[config.mk]
export PLATFORM = sky130hd
export DESIGN_NAME = clk_xbar_div
export DESIGN_NICKNAME = d
export VERILOG_FILES = /design/src/rtl/clk_xbar_div.sv
export SDC_FILE = /design/constraint.sdc
export NUM_CORES = 1
export LEC_CHECK = 0
export ABC_AREA = 1
export BUFFER_PORTS_ARGS = -buffer_cell sky130_fd_sc_hd__buf_2
export CORE_MARGIN = 4
export CORE_UTILIZATION = 55
export DETAILED_ROUTE_END_ITERATION = 6
export GPL_TIMING_DRIVEN = 0
export PLACE_DENSITY_LB_ADDON = 0.08
export REMOVE_ABC_BUFFERS = 1
export SLEW_MARGIN = 5
export SYNTH_ARGS = -nofsm -noshare
export SYNTH_HDL_FRONTEND = slang
export SYNTH_SLANG_ARGS = --single-unit
[constraint.sdc]
create_clock -name clk_fast -period 3 [get_ports clk_fast]
set_input_delay 0.15 -clock clk_fast [delete_from_list [all_inputs] [get_ports clk_fast]]
set_output_delay 0.15 -clock clk_fast [all_outputs]
set_load 0.03 [all_outputs]
[src/rtl/clk_xbar_div.sv]
module clk_xbar_div #(
  parameter int NW   = 7,
  parameter int NMIN = 4,
  parameter int NMAX = 127,
  parameter int NRST = 8
) (
  input  logic       clk_fast,
  input  logic       rst_n,
  input  logic       ref_clk,
  input  logic       reg_we,
  input  logic [7:0] reg_addr,
  input  logic [7:0] reg_wdata,
  output logic [7:0] reg_rdata,
  output logic       cfg_err,
  output logic [5:0] clk_out
);
  localparam int NOUT = 6;
  localparam int SELW = 3 * NOUT;
  localparam logic [7:0] A_EN = 8'h09;
  localparam logic [7:0] A_N1 = 8'h0C;
  localparam logic [7:0] A_N2 = 8'h47;
  localparam logic [7:0] A_S0 = 8'h44;
  localparam logic [7:0] A_S1 = 8'h45;
  localparam logic [7:0] A_S2 = 8'h46;

  logic [NW-1:0]   n1_q, n2_q, n1_act, n2_act, cnt1, cnt2;
  logic [NW:0]     hi1, hi2;
  logic [SELW-1:0] sel_q, act_sel;
  logic [NOUT-1:0] en_q, act_en;
  logic [1:0]      ref_sync, t13, t24;
  logic            t12, t22, rsv, term1, term2;
  logic [7:0]      src;

  function automatic logic [NW-1:0] clampn(input logic [7:0] w);
    if (w < 8'(NMIN)) return NW'(NMIN);
    if (w > 8'(NMAX)) return NW'(NMAX);
    return w[NW-1:0];
  endfunction

  assign rsv = (reg_addr <= 8'h08) || (reg_addr == 8'h43) || (reg_addr >= 8'h48) ||
               (reg_addr inside {[8'h0A:8'h0B], [8'h0D:8'h11], [8'h14:8'h3F]});

  always_ff @(posedge clk_fast or negedge rst_n) begin
    if (!rst_n) begin
      n1_q    <= NW'(NRST);
      n2_q    <= NW'(NRST);
      sel_q   <= '0;
      en_q    <= '0;
      cfg_err <= 1'b0;
    end else if (reg_we) begin
      if (rsv) cfg_err <= 1'b1;
      case (reg_addr)
        A_EN: en_q <= reg_wdata[NOUT-1:0];
        A_N1: n1_q <= clampn(reg_wdata);
        A_N2: n2_q <= clampn(reg_wdata);
        A_S0: sel_q[SELW-1 -: 8] <= reg_wdata;
        A_S1: sel_q[SELW-9 -: 8] <= reg_wdata;
        A_S2: sel_q[1:0] <= reg_wdata[7:6];
        default: ;
      endcase
    end
  end

  always_comb begin
    case (reg_addr)
      A_EN:    reg_rdata = 8'(en_q);
      A_N1:    reg_rdata = 8'(n1_q);
      A_N2:    reg_rdata = 8'(n2_q);
      A_S0:    reg_rdata = sel_q[SELW-1 -: 8];
      A_S1:    reg_rdata = sel_q[SELW-9 -: 8];
      A_S2:    reg_rdata = {sel_q[1:0], 6'b0};
      default: reg_rdata = 8'h00;
    endcase
  end

  always_ff @(posedge clk_fast or negedge rst_n)
    if (!rst_n) ref_sync <= '0;
    else        ref_sync <= {ref_sync[0], ref_clk};

  // bank 1: divide by N1, taps /2 and /3
  assign term1 = (cnt1 == n1_act - 1'b1);
  always_ff @(posedge clk_fast or negedge rst_n) begin
    if (!rst_n) begin
      cnt1 <= '0; n1_act <= NW'(NRST); t12 <= 1'b0; t13 <= '0;
    end else if (term1 && n1_q != n1_act) begin
      cnt1 <= '0; n1_act <= n1_q; t12 <= 1'b0; t13 <= '0;
    end else begin
      cnt1 <= term1 ? '0 : cnt1 + 1'b1;
      t12  <= ~t12;
      t13  <= (t13 == 2'd2) ? 2'd0 : t13 + 2'd1;
    end
  end

  // bank 2: divide by N2, taps /2 and /4
  assign term2 = (cnt2 == n2_act - 1'b1);
  always_ff @(posedge clk_fast or negedge rst_n) begin
    if (!rst_n) begin
      cnt2 <= '0; n2_act <= NW'(NRST); t22 <= 1'b0; t24 <= '0;
    end else if (term2 && n2_q != n2_act) begin
      cnt2 <= '0; n2_act <= n2_q; t22 <= 1'b0; t24 <= '0;
    end else begin
      cnt2 <= term2 ? '0 : cnt2 + 1'b1;
      t22  <= ~t22;
      t24  <= t24 + 2'd1;
    end
  end

  assign hi1 = ({1'b0, n1_act} + 1'b1) >> 1;
  assign hi2 = ({1'b0, n2_act} + 1'b1) >> 1;

  assign src[0] = ref_sync[1];
  assign src[1] = {1'b0, cnt1} < hi1;
  assign src[2] = ~t12;
  assign src[3] = (t13 != 2'd2);
  assign src[4] = {1'b0, cnt2} < hi2;
  assign src[5] = ~t22;
  assign src[6] = ~t24[1];
  assign src[7] = 1'b0;

  for (genvar i = 0; i < NOUT; i++) begin : g_out
    logic [2:0] s_new, s_act;
    logic       e_act, o_q, v_new, v_act, differ;
    assign s_new  = sel_q[SELW-1-3*i -: 3];
    assign v_new  = en_q[i] & src[s_new];
    assign v_act  = e_act & src[s_act];
    assign differ = (s_act != s_new) || (e_act != en_q[i]);
    always_ff @(posedge clk_fast or negedge rst_n) begin
      if (!rst_n) begin
        s_act <= '0; e_act <= 1'b0; o_q <= 1'b0;
      end else if (differ && !o_q && !v_new) begin
        s_act <= s_new; e_act <= en_q[i]; o_q <= 1'b0;
      end else begin
        o_q <= v_act;
      end
    end
    assign act_sel[SELW-1-3*i -: 3] = s_act;
    assign act_en[i]  = e_act;
    assign clk_out[i] = o_q;
  end
endmodule

==> flow_metrics.tcl <==
set metrics [dict create \
    status "finished, final reports clean" \
    antenna_cells 0 \
    clock_latency_ps 360 \
    ys_warn_count 0 \
    wire_per_inst_um 15.6 \
    crit_arrival_ps 3050 \
    min_path_type "in -> reg" \
    skew_ps 9.10 \
    ys_ff_latch 105 \
    cap_violations 0 \
    ys_seq_area_frac 0.400 \
    synth_edf_count 0 \
    path_clk_slew_ps 70 \
    num_vias 5843 \
    synth_top_area_cell "dfrtp_1" \
    synth_common_cells "nand2_1, dfrtp_1, inv_1" \
    hold_ws_ps 104 \
    synth_top_area_frac 0.384 \
    setup_viol 0 \
    cts_buffers 9 \
    numPortBuffers 34 \
    antenna_found_initial 0 \
    syn_avg_cell_area_sq_um 7.49 \
    cts_tree "yes" \
    grt_overflow 0 \
    drc_errors 0 \
    yosys-top-cells-area "dfrtp_1, nand2_1, nand3_1" \
    clockBufferDepth 2 \
    ios 35 \
    maxSlewHeadroom 0.480 \
    p_leak_nw 3.46 \
    ant_nets 0 \
    ir_drop_v 0.000358 \
    grt_pass1_wl_um 27800 \
    dp_cells 1025 \
    dieArea_sq_mm 0.0138 \
    max_freq_ghz 0.362 \
    area_growth_pct 8.32 \
    yosysMostFrequentCell "nand2_1" \
    cts_sinks 105 \
    fin_util 0.617 \
    drt-total-wl_um 16300 \
    drive_gt1_frac 0.0989 \
    synth.cell_area_sq_mm 0.00658 \
    rsz0062_at_grt "false" \
    instances_no_fill 1043 \
    rows 39 \
    worstPathRequired_ps 3290 \
    crit_fanout 6 \
    syn_inst 879 \
    cts.htree.levels 3 \
    synth_top_flop_cell "dfrtp_1" \
    start_util 0.569 \
    fill_cells 1045 \
    die_w_um 117 \
    layout_min_cycle_time_ps 2760 \
    synth_cell_type_count 38 \
    slew_viol_final 0 \
    dp_hpwl_um 12100 \
    final_nets 933 \
    finalCritPeriodShare 0.920 \
    firstDrtPassIters 5 \
    hold_viol_final 0 \
    crit_type "reg -> reg" \
    grt_pass1_vias 5633 \
    p_per_area_mw_per_mm2 558 \
    crit_path_end_kind "flip-flop" \
    ctsRootBufferMaster "clkbuf_16" \
    drt-initial-drc-count 514 \
    die_h_um 117 \
    globalplace.congestion 0.884 \
    synthArstFlopShare 1.00 \
    critical_path.startpoint_type "flip-flop" \
    grt_usage 0.248 \
    worstMarginPinSlew_ps 774 \
    grt_max_degree 64 \
    pre_cts_ws_ps -95.0 \
    viasPerCell 5.60 \
    core-area_sq_mm 0.0116 \
    layout_setup_ws_ps 241 \
]
-- worst max-delay path, cell delays in order (launching register included) --
cell	delay, ps
dfstp_2	610
inv_2	80
nor2_1	170
nand2_1	90
xor2_1	150
ha_1	300
nand2_1	70
nand2_1	90
a21oi_4	300
nand3_1	150
nand2_1	90
nand2_1	50
nand2_1	60
nand3_1	200
nand2_2	170
nand2_1	60
nand2_1	60
-- layout by cell type, fill, tap and decap left out, drive strengths merged --
master and count:
a41oi 6, a21oi 42, nor2 59, nand2 270, a31oi 10, inv 86
nand3 77, clkbuf 9, xor2 28, clkinvlp 1, o31ai 1, nor4 1
a21o 2, nor3b 4, clkinv 4, o21ai 67, nor3 15, o211ai 3
o221ai 3, buf 35, dlygate4sd3 2, ha 18, dfrtp 101, nand4 7
dfstp 4, xnor2 43, a211oi 2
-- sequential cells by signal (all words and copies together) (netlist names) --
name / cells
cfg_err: 1
cnt1: 7
cnt2: 7
en_q: 6
g_out.e_act: 6
g_out.o_q: 6
g_out.s_act: 18
n1_act: 7
n1_q: 7
n2_act: 7
n2_q: 7
ref_sync: 2
sel_q: 18
t12: 1
t13: 2
t22: 1
t24: 2
-- layer usage --
metal / routed length (um) / up-vias / GRT usage
li1: - / 2884 / -
met1: 7200 / 2743 / 0.332
met2: 7690 / 187 / 0.406
met3: 1090 / 29 / 0.0534
met4: 306 / 0 / 0.0733
met5: 0 / - / 0
-- logic make-up after synthesis --
| family | synth area share |
|---|---|
| AO/OA/AOI/OAI | 0.114 |
| XOR/XNOR | 0.0956 |
| adder cells (fa/ha/maj) | 0.0342 |
| buffers and inverters | 0.0766 |
| flip-flops | 0.400 |
| AND/OR/NAND/NOR | 0.280 |
-- layout make-up --
| cell class | instances | area, sq um | area share |
|---|---|---|---|
| clock inverter | 7 | 61.3 | 0.00860 |
| sequential | 105 | 2640 | 0.370 |
| timing repair buffer | 37 | 220 | 0.0309 |
| clock buffer | 9 | 225 | 0.0316 |
| inverter | 84 | 315 | 0.0442 |
| multi-input combinational | 658 | 3490 | 0.490 |
| tap | 143 | 179 | 0.0251 |
-- per-stage QoR --
stage	instance area (sq um)	total power, mW	TNS (ps)
finish	7130	3.98	0
global placement	6740	2.75	-30.6
detailed placement	6770	2.81	-993
CTS	7090	3.98	0
floorplan	6390	2.54	0
global route	7130	4.25	0
-- final timing paths --
path                              startpoint                end  slack (ps)  cells past startpoint
max in group asynchronous              rst_n          n1_act[3]        1910                      3
min in group asynchronous              rst_n            cnt2[0]         340                      2
worst min register to register   ref_sync[0]        ref_sync[1]         360                      0
worst max register to register     n1_act[3]  g_out[4].s_act[0]         240                     16
worst min-delay path            reg_wdata[0]            en_q[0]         100                      3
worst max-delay path               n1_act[3]  g_out[4].s_act[0]         240                     16
-- timing repair --
action,CTS,global route
resized for setup,3,13
pin swaps,0,1
hold endpoints to repair,43,0
setup buffers,0,0
hold buffers,2,0
endpoints found under the setup margin,25,30
-- where the power goes --
| group | internal, mW | switching (mW) | total [mW] | leakage, nW |
|---|---|---|---|---|
| sequential | 1.57 | 0.221 | 1.79 | 1.38 |
| combinational | 0.380 | 0.645 | 1.03 | 1.94 |
| clock | 0.580 | 0.581 | 1.16 | 0.140 |
| total | 2.53 | 1.45 | 3.98 | 3.46 |
No activity file was read; power rests on OpenSTA's default activity.
